`src/rtl/rf_pkg.sv`:
```
// Shared definitions for the byte-half register file.
// Assumes selector bit SEL_W-1 picks the high half in byte mode.
package rf_pkg;
    typedef enum logic {
        WIDTH_WORD = 1'b0,
        WIDTH_BYTE = 1'b1
    } width_e;
endpackage

```
`src/rtl/rf_wr_decode.sv`:
```
// Write decoder: turns selector, width and enable into per-register
// low-half and high-half write strobes.
// Assumes NUM_REGS is twice the number of split registers (byte code space).
module rf_wr_decode #(
    parameter int NUM_REGS = 8,
    parameter int SEL_W    = $clog2(NUM_REGS)
) (
    input  logic                wr_en,
    input  logic                wr_byte,
    input  logic [SEL_W-1:0]    wr_sel,
    output logic [NUM_REGS-1:0] lo_we,
    output logic [NUM_REGS-1:0] hi_we
);
    import rf_pkg::*;

    width_e mode;
    assign mode = width_e'(wr_byte);

    // Derive half strobes: word mode hits both halves, byte mode one half.
    always_comb begin
        lo_we = '0;
        hi_we = '0;
        if (wr_en) begin
            if (mode == WIDTH_WORD) begin
                lo_we[wr_sel] = 1'b1;
                hi_we[wr_sel] = 1'b1;
            end else if (wr_sel[SEL_W-1]) begin
                hi_we[wr_sel[SEL_W-2:0]] = 1'b1;
            end else begin
                lo_we[wr_sel[SEL_W-2:0]] = 1'b1;
            end
        end
    end
endmodule

```
`src/rtl/rf_cell.sv`:
```
// One register of the file, stored as two independently enabled halves.
// Assumes DATA_W is even; reset is synchronous and active low.
module rf_cell #(
    parameter int DATA_W = 16,
    parameter int HALF_W = DATA_W / 2
) (
    input  logic              clk,
    input  logic              rst_n,
    input  logic              lo_we,
    input  logic              hi_we,
    input  logic [HALF_W-1:0] lo_d,
    input  logic [HALF_W-1:0] hi_d,
    output logic [DATA_W-1:0] q
);
    // Update each half on its own strobe; clear both on reset.
    always_ff @(posedge clk) begin
        if (!rst_n) begin
            q <= '0;
        end else begin
            if (lo_we) q[HALF_W-1:0]      <= lo_d;
            if (hi_we) q[DATA_W-1:HALF_W] <= hi_d;
        end
    end


    reset_clear_chk: assert property (@(posedge clk) !rst_n |=> q == '0)
        else $error("register not cleared by reset");


    lo_hold_chk: assert property (@(posedge clk) disable iff (!rst_n)
        !lo_we |=> q[HALF_W-1:0] == $past(q[HALF_W-1:0]))
        else $error("low half changed without strobe");


    hi_hold_chk: assert property (@(posedge clk) disable iff (!rst_n)
        !hi_we |=> q[DATA_W-1:HALF_W] == $past(q[DATA_W-1:HALF_W]))
        else $error("high half changed without strobe");
endmodule

```
`src/rtl/rf_rd_port.sv`:
```
// Read multiplexer: selects a whole register, or one byte half of a
// split register zero-extended to full width. Purely combinational.
module rf_rd_port #(
    parameter int NUM_REGS = 8,
    parameter int DATA_W   = 16,
    parameter int SEL_W    = $clog2(NUM_REGS),
    parameter int HALF_W   = DATA_W / 2
) (
    input  logic [NUM_REGS-1:0][DATA_W-1:0] regs_q,
    input  logic [SEL_W-1:0]                rd_sel,
    input  logic                            rd_byte,
    output logic [DATA_W-1:0]               rd_data
);
    import rf_pkg::*;

    width_e      mode;
    logic [DATA_W-1:0] split_word;

    assign mode       = width_e'(rd_byte);
    assign split_word = regs_q[rd_sel[SEL_W-2:0]];

    // Pick the word, or the addressed half padded with zeros.
    always_comb begin
        if (mode == WIDTH_WORD) begin
            rd_data = regs_q[rd_sel];
        end else if (rd_sel[SEL_W-1]) begin
            rd_data = {{HALF_W{1'b0}}, split_word[DATA_W-1:HALF_W]};
        end else begin
            rd_data = {{HALF_W{1'b0}}, split_word[HALF_W-1:0]};
        end
    end
endmodule

```
`src/rtl/regfile_bytehalf.sv`:
```
// Register file top: NUM_REGS words with two combinational read ports and
// one synchronous write port. The lower half of the register set can also be
// addressed as byte halves. Reads see pre-write state (no bypass).
module regfile_bytehalf #(
    parameter int NUM_REGS = 8,
    parameter int DATA_W   = 16
) (
    input  logic              clk,
    input  logic              rst_n,
    input  logic              wr_en,
    input  logic              wr_byte,
    input  logic [2:0]        wr_sel,
    input  logic [DATA_W-1:0] wr_data,
    input  logic [2:0]        rd_a_sel,
    input  logic              rd_a_byte,
    input  logic [2:0]        rd_b_sel,
    input  logic              rd_b_byte,
    output logic [DATA_W-1:0] rd_a_data,
    output logic [DATA_W-1:0] rd_b_data
);
    localparam int SEL_W  = $clog2(NUM_REGS);
    localparam int HALF_W = DATA_W / 2;

    logic [NUM_REGS-1:0]             lo_we;
    logic [NUM_REGS-1:0]             hi_we;
    logic [HALF_W-1:0]               hi_src;
    logic [NUM_REGS-1:0][DATA_W-1:0] regs_q;

    rf_wr_decode #(.NUM_REGS(NUM_REGS), .SEL_W(SEL_W)) wr_dec_i (
        .wr_en  (wr_en),
        .wr_byte(wr_byte),
        .wr_sel (wr_sel[SEL_W-1:0]),
        .lo_we  (lo_we),
        .hi_we  (hi_we)
    );

    // High half takes the upper data lane for words, the low lane for bytes.
    assign hi_src = wr_byte ? wr_data[HALF_W-1:0] : wr_data[DATA_W-1:HALF_W];

    for (genvar i = 0; i < NUM_REGS; i++) begin : g_cell
        rf_cell #(.DATA_W(DATA_W), .HALF_W(HALF_W)) cell_i (
            .clk  (clk),
            .rst_n(rst_n),
            .lo_we(lo_we[i]),
            .hi_we(hi_we[i]),
            .lo_d (wr_data[HALF_W-1:0]),
            .hi_d (hi_src),
            .q    (regs_q[i])
        );
    end

    rf_rd_port #(.NUM_REGS(NUM_REGS), .DATA_W(DATA_W), .SEL_W(SEL_W), .HALF_W(HALF_W)) rd_a_i (
        .regs_q (regs_q),
        .rd_sel (rd_a_sel[SEL_W-1:0]),
        .rd_byte(rd_a_byte),
        .rd_data(rd_a_data)
    );

    rf_rd_port #(.NUM_REGS(NUM_REGS), .DATA_W(DATA_W), .SEL_W(SEL_W), .HALF_W(HALF_W)) rd_b_i (
        .regs_q (regs_q),
        .rd_sel (rd_b_sel[SEL_W-1:0]),
        .rd_byte(rd_b_byte),
        .rd_data(rd_b_data)
    );


    strobe_single_chk: assert property (@(posedge clk) disable iff (!rst_n)
        $onehot0(lo_we) && $onehot0(hi_we))
        else $error("more than one register strobed");


    idle_no_strobe_chk: assert property (@(posedge clk) disable iff (!rst_n)
        !wr_en |-> $countones({lo_we, hi_we}) == 0)
        else $error("strobe without write enable");


    word_write_chk: assert property (@(posedge clk) disable iff (!rst_n)
        (wr_en && !wr_byte) |=> regs_q[$past(wr_sel[SEL_W-1:0])] == $past(wr_data))
        else $error("word write not stored");


    byte_zext_a_chk: assert property (@(posedge clk) disable iff (!rst_n)
        rd_a_byte |-> rd_a_data[DATA_W-1:HALF_W] == '0)
        else $error("port A byte read not zero-extended");


    byte_zext_b_chk: assert property (@(posedge clk) disable iff (!rst_n)
        rd_b_byte |-> rd_b_data[DATA_W-1:HALF_W] == '0)
        else $error("port B byte read not zero-extended");
endmodule

```
`config.mk`:
```
export PLATFORM = sky130hd
export DESIGN_NAME = regfile_bytehalf
export DESIGN_NICKNAME = d
export VERILOG_FILES = /design/src/rtl/rf_pkg.sv /design/src/rtl/rf_wr_decode.sv /design/src/rtl/rf_cell.sv /design/src/rtl/rf_rd_port.sv /design/src/rtl/regfile_bytehalf.sv
export SDC_FILE = /design/constraint.sdc
export NUM_CORES = 1
export LEC_CHECK = 0
export BUFFER_PORTS_ARGS = -buffer_cell sky130_fd_sc_hd__buf_2
export CAP_MARGIN = 20
export CORE_MARGIN = 10
export CORE_UTILIZATION = 44
export DETAILED_ROUTE_END_ITERATION = 7
export SLEW_MARGIN = 20
export SYNTH_ARGS = -nofsm -noshare
export SYNTH_HDL_FRONTEND = slang
export SYNTH_SLANG_ARGS = --single-unit
```
`constraint.sdc`:
```
create_clock -name clk -period 1.3 [get_ports clk]
set_clock_uncertainty 0.15 [all_clocks]
set_input_delay 0 -clock clk [delete_from_list [all_inputs] [get_ports clk]]
set_output_delay 0 -clock clk [all_outputs]
set_load 0.05 [all_outputs]
```
### Word level (Yosys, flattened, before mapping)

Cells that the tools add are included.

| word-level totals | value |
|---|---|
| bits in registers | 128 |
| latch bits | 0 |
| bits in writable memories | 0 |
| memory bits (read-only) | 0 |
| input port bits | 31 |
| output and inout bits | 32 |
| word-level logic and storage cells | 49 |
| memories kept | 0 |

| operators by class | value |
|---|---|
| add/subtract/negate cells | 0 |
| multiply operators | 0 |
| div/mod/pow operators | 0 |
| $lt $le $gt $ge | 8 |
| equality and inequality tests | 0 |
| shift-type cells | 0 |
| mux-type cells | 23 |
| bitwise gates (word level) | 0 |
| reduce and logical (&&, ||, !) cells | 2 |

Operators with widths:

| cell | number |
|---|---|
| $bmux 16 s3 | 2 |
| $mux 16 | 6 |
| $bmux 16 s2 | 2 |
| $mux 8 | 7 |
| $lt 2x4->1 const B | 3 |
| $lt 3x4->1 const B | 3 |
| $mux 4 | 2 |
| $demux 1 s3 | 1 |
| $ge 3x1->1 const B | 1 |
| $demux 1 s2 | 1 |
| $ge 2x1->1 const B | 1 |
| $logic_and 1x1->1 | 2 |
| $mux 1 | 2 |

### Longest topological paths before layout

| logic depth | value |
|---|---|
| word-level depth | 7 |
| mapped depth | 7 |
| depth with buffers taken out | 3 |

### Modules after synthesis

A second synthesis with hierarchy kept.

| second synthesis, totals | value |
|---|---|
| cells, all modules | 684 |
| area, all modules | 7612.3 µm² |

Modules (own cells, without submodules):

| module | instances | cells an instance | area each (µm²) | seq. area each (µm²) |
|---|---|---|---|---|
| rf_cell | 8 | 51 | 608.1 | 320.3 |
| rf_rd_port | 2 | 122 | 1244.9 | 0.0 |
| regfile_bytehalf | 1 | 9 | 131.4 | 0.0 |
| rf_wr_decode | 1 | 23 | 126.4 | 0.0 |

### Worst setup path after synthesis

No wires, ideal clock.

| path | value |
|---|---|
| path type | input port to output port |
| start point | in rd_a_sel[2] |
| end point | out rd_a_data[10] |
| data arrival time | 1.563 ns |
| data required time | 1.150 ns |
| setup slack | -0.413 ns |
| stages on the path | 4 |
| buffers on the path | 2 |
| cell sequence | clkbuf_1 clkbuf_1 mux4_2 nor2_1 |

| on the way | value |
|---|---|
| cells in the longest elaborated chain, start to end | 3 |

RTL lines:

| what | line | RTL |
|---|---|---|
| start: declaration | regfile_bytehalf.sv:14 | `input logic [2:0] rd_a_sel,` |
| $bmux 16 s3 | rf_rd_port.sv:25 | `rd_data = regs_q[rd_sel];` |
| $mux 16 (not written as such) | rf_rd_port.sv:25 |  |
| $mux 16 | rf_rd_port.sv:24 | `if (mode == WIDTH_WORD) begin` |
| end: declaration | regfile_bytehalf.sv:18 | `output logic [DATA_W-1:0] rd_a_data,` |

Every way passes these cells. The select of a mux whose other input is x is not followed.

### Worst setup path after layout

| path | value |
|---|---|
| start point | reg g_cell[2].cell_i.q[0] |
| end point | out rd_a_data[0] |

| on the way | value |
|---|---|
| cells in the longest elaborated chain, start to end | 4 |

RTL lines:

| what | line | RTL |
|---|---|---|
| start: declaration | rf_cell.sv:13 | `output logic [DATA_W-1:0] q` |
| start signal: indexed assignment | rf_cell.sv:20 | `if (lo_we) q[HALF_W-1:0] <= lo_d;` |
| start signal: indexed assignment | rf_cell.sv:21 | `if (hi_we) q[DATA_W-1:HALF_W] <= hi_d;` |
| $bmux 16 s2 | rf_rd_port.sv:20 | `assign split_word = regs_q[rd_sel[SEL_W-2:0]];` |
| $mux 16 (not written as such) | rf_rd_port.sv:20 |  |
| $mux 8 | rf_rd_port.sv:26 | `end else if (rd_sel[SEL_W-1]) begin` |
| $mux 16 * | rf_rd_port.sv:24 |  |

Every way passes the cells marked *; elsewhere a longest branch is shown, timed or not. The select of a mux whose other input is x is not followed.

==> impl_metrics.csv <==
group,metric,value,unit
run_status,run_status,"finished, violations left",
run_status,violations,"negative hold slack, negative setup slack",
clocking,cts-buffers-inserted,17,
synthesis,yosysTopAreaCellShare,34.24,%
timing,fin_crit,1.918,ns
global_routing,grt_pass1_wl,43.48,mm
cells_and_area,area_growth_syn_to_layout,46.31,%
floorplanning,fp.dieW,150.4,µm
routing,drtPass1Iterations,6,
synthesis,synth_area_leader_cell,"dfxtp_1",
routing,wl_per_cell,23.73,µm
clocking,clockBufferDepth,2,
synthesis,synth_edf_count,0,
synthesis,synth.distinct_cells,41,
global_routing,antenna_found_initial,0,
timing,finalSetupViolations,32,
timing,worst_slew_pin_slew,0.6511,ns
floorplanning,initial_core_util,44.97,%
cells_and_area,multi_input_area,5074,µm²
synthesis,ys_seq_elements,128,
routing,drc,0,
worst_setup_path,criticalPathCategory,"reg -> out",
timing,fin_hold_ws,-0.06710,ns
floorplanning,rows,47,
worst_setup_path,required,1.15,ns
floorplanning,die-area,22630,µm²
cells_and_area,nets,1008,
global_routing,overflow,0,
routing,via_per_inst,6.187,
cells_and_area,largest_reg_flops,128,
cells_and_area,reg.largest.list,"g_cell.cell_i.q x128",
clocking,htreeDepth,4,
pwr,power_leakage,3.994,nW
timing,finalCritPeriodShare,147.6,%
worst_setup_path,worstPathMaxFanout,3,
routing,routed_wl,28.72,mm
synthesis,synthCells,796,
floorplanning,ios,63,
cells_and_area,drive_above_1_share,48.79,%
synthesis,synthTopCellsByArea,"dfxtp_1, mux2i_1, mux4_2",
pwr,cellPowerDensity,1000,nW/µm²
cells_and_area,seq_area,2701,µm²
clocking,cts_tree,"done",
global_routing,grt_use_total,25.22,%
clocking,cts-root-buf,"clkbuf_16",
timing,drv_slew,0,
routing,dr_total_vias,7486,
clocking,insertion_delay,0.42,ns
synthesis,synth.most_common_cell,"dfxtp_1",
place,dp_hpwl,21.05,mm
pwr,peakVddDrop,0.0009538,V
synthesis,ys_dominant_reg_cell,"dfxtp_1",
timing,hold_viol,4,
synthesis,synth_area,7485,µm²
routing,drtIter0Drc,829,
timing,fin_tns_setup,-18.09,ns
worst_setup_path,worstSetupEndpointType,"output port",
routing,antenna_left,0,
floorplanning,die_h,150.4,µm
global_routing,grt_max_degree,65,
timing,rsz0062_at_grt,"true",
pwr,power,10.96,mW
floorplanning,core,16640,µm²
place,dp.cells,1156,
place,dp_slack,-0.3803,ns
hold_path,hp-class,"in -> reg",
timing,setup_slack,-0.6184,ns
synthesis,synth_common_cells,"dfxtp_1, mux2i_1, a21oi_1",
cells_and_area,diodes,0,
worst_setup_path,arrival,1.77,ns
clocking,cts.sinks,128,
synthesis,yosys_warnings,0,
cells_and_area,regMostFlops,"g_cell.cell_i.q",
synthesis,async_flop_share,0,%
synthesis,syn_avg_cell_area,9.403,µm²
job,cap_viol_max_count,0,
timing,slew_headroom,56.51,%
synthesis,seq_area_frac_synth,34.24,%
place,gp_congestion,1.003,
worst_setup_path,start_kind,"flip-flop",
cells_and_area,fillers,1256,
global_routing,grt_pass1_vias,7372,
clocking,cts.hold.buffers_added,15,
place,port_buffers,62,
cells_and_area,fin_cells,1210,
synthesis,synth_nets,827,
timing,clock.fmax,0.5213,GHz
clocking,clkTransAtPathRegs,0.06,ns
logic make-up (layout without fill, tap and decap cells):
logic type             count (synthesis)  in the layout  synth area share (%)
flip-flops                           128            128                 34.24
AND/OR/NAND/NOR                      160            160                 11.50
buffers and inverters                 98            292                 6.754
AO/OA/AOI/OAI                        256            256                 21.40
multiplexers                         152            152                 25.78
XOR/XNOR                               2              2                0.3344
path summary, 6_finish.rpt:
check	start	end	slack, ns	depth (start not counted)
worst max-delay path	g_cell[2].cell_i.q[0]	rd_a_data[0]	-0.62	4
worst min-delay path	wr_sel[1]	g_cell[1].cell_i.q[15]	-0.07	4
worst max register to register	g_cell[3].cell_i.q[14]	g_cell[3].cell_i.q[14]	0.28	3
worst min register to register	g_cell[3].cell_i.q[7]	g_cell[3].cell_i.q[7]	0.31	2
metrics by stage:
step | cell area, µm² | util (%)
floorplan | 7806 | -
global placement | 9413 | 56.56
detailed placement | 9413 | 56.56
CTS | 10750 | 64.59
global route | 10950 | 65.80
finish | 10950 | 65.80
worst max-delay path, stage by stage (launching register included):
cell and delay, ns:
dfxtp_2 0.33, mux4_2 0.50, nor2b_4 0.15, a31o_4 0.22
buf_8 0.15
cell type report:
cell class	instances	area share (%)
well taps	220	2.514
multi-input cells	570	46.33
clock inverters	14	1.097
flip-flops and latches	128	24.67
inverters	1	0.04570
clock buffers	18	4.011
repair buffers	259	21.33
layout by cell type, fill, tap and decap left out, types with 6 or more instances in the layout:
cell,instances
buf_4,170
a21oi_1,90
mux2i_1,87
dfxtp_2,57
dfxtp_1,53
a211oi_1,48
nand2_1,34
mux4_2,32
nand3_1,32
a22oi_1,30
o21ai_0,30
buf_2,25
buf_8,22
nor2_1,20
mux2i_2,19
dfxtp_4,18
clkbuf_16,17
buf_12,17
nor2_4,16
o31ai_1,16
a31oi_1,16
a31o_4,15
mux2i_4,14
or4_1,14
dlygate4sd3_1,14
nor2b_4,13
buf_6,11
nor2b_1,8
a21oi_2,6
inv_6,6
routing by layer:
| metal | up-vias | track usage, % | part of all wire [%] | wire length, µm |
|---|---|---|---|---|
| met4 | 0 | 9.135 | 3.4 | 976 |
| met5 | - | 0 | 0 | 0 |
| met2 | 376 | 39.15 | 46 | 13300 |
| li1 | 3381 | - | - | - |
| met3 | 57 | 5.552 | 9.1 | 2610 |
| met1 | 3672 | 33.73 | 41 | 11830 |
timing repair:
action	CTS	global route
setup buffers	6	7
cloned	0	0
setup endpoints to repair	32	42
gates resized for setup	198	48
hold endpoints to repair	102	2
pin swaps	7	9
where the power goes:
part	internal (mW)	switching (mW)
Combinational	1.04	1.25
Sequential	4.00	0.0933
Clock	2.55	2.03
Total	7.58	3.37
Power figures use the tool's default switching activity.
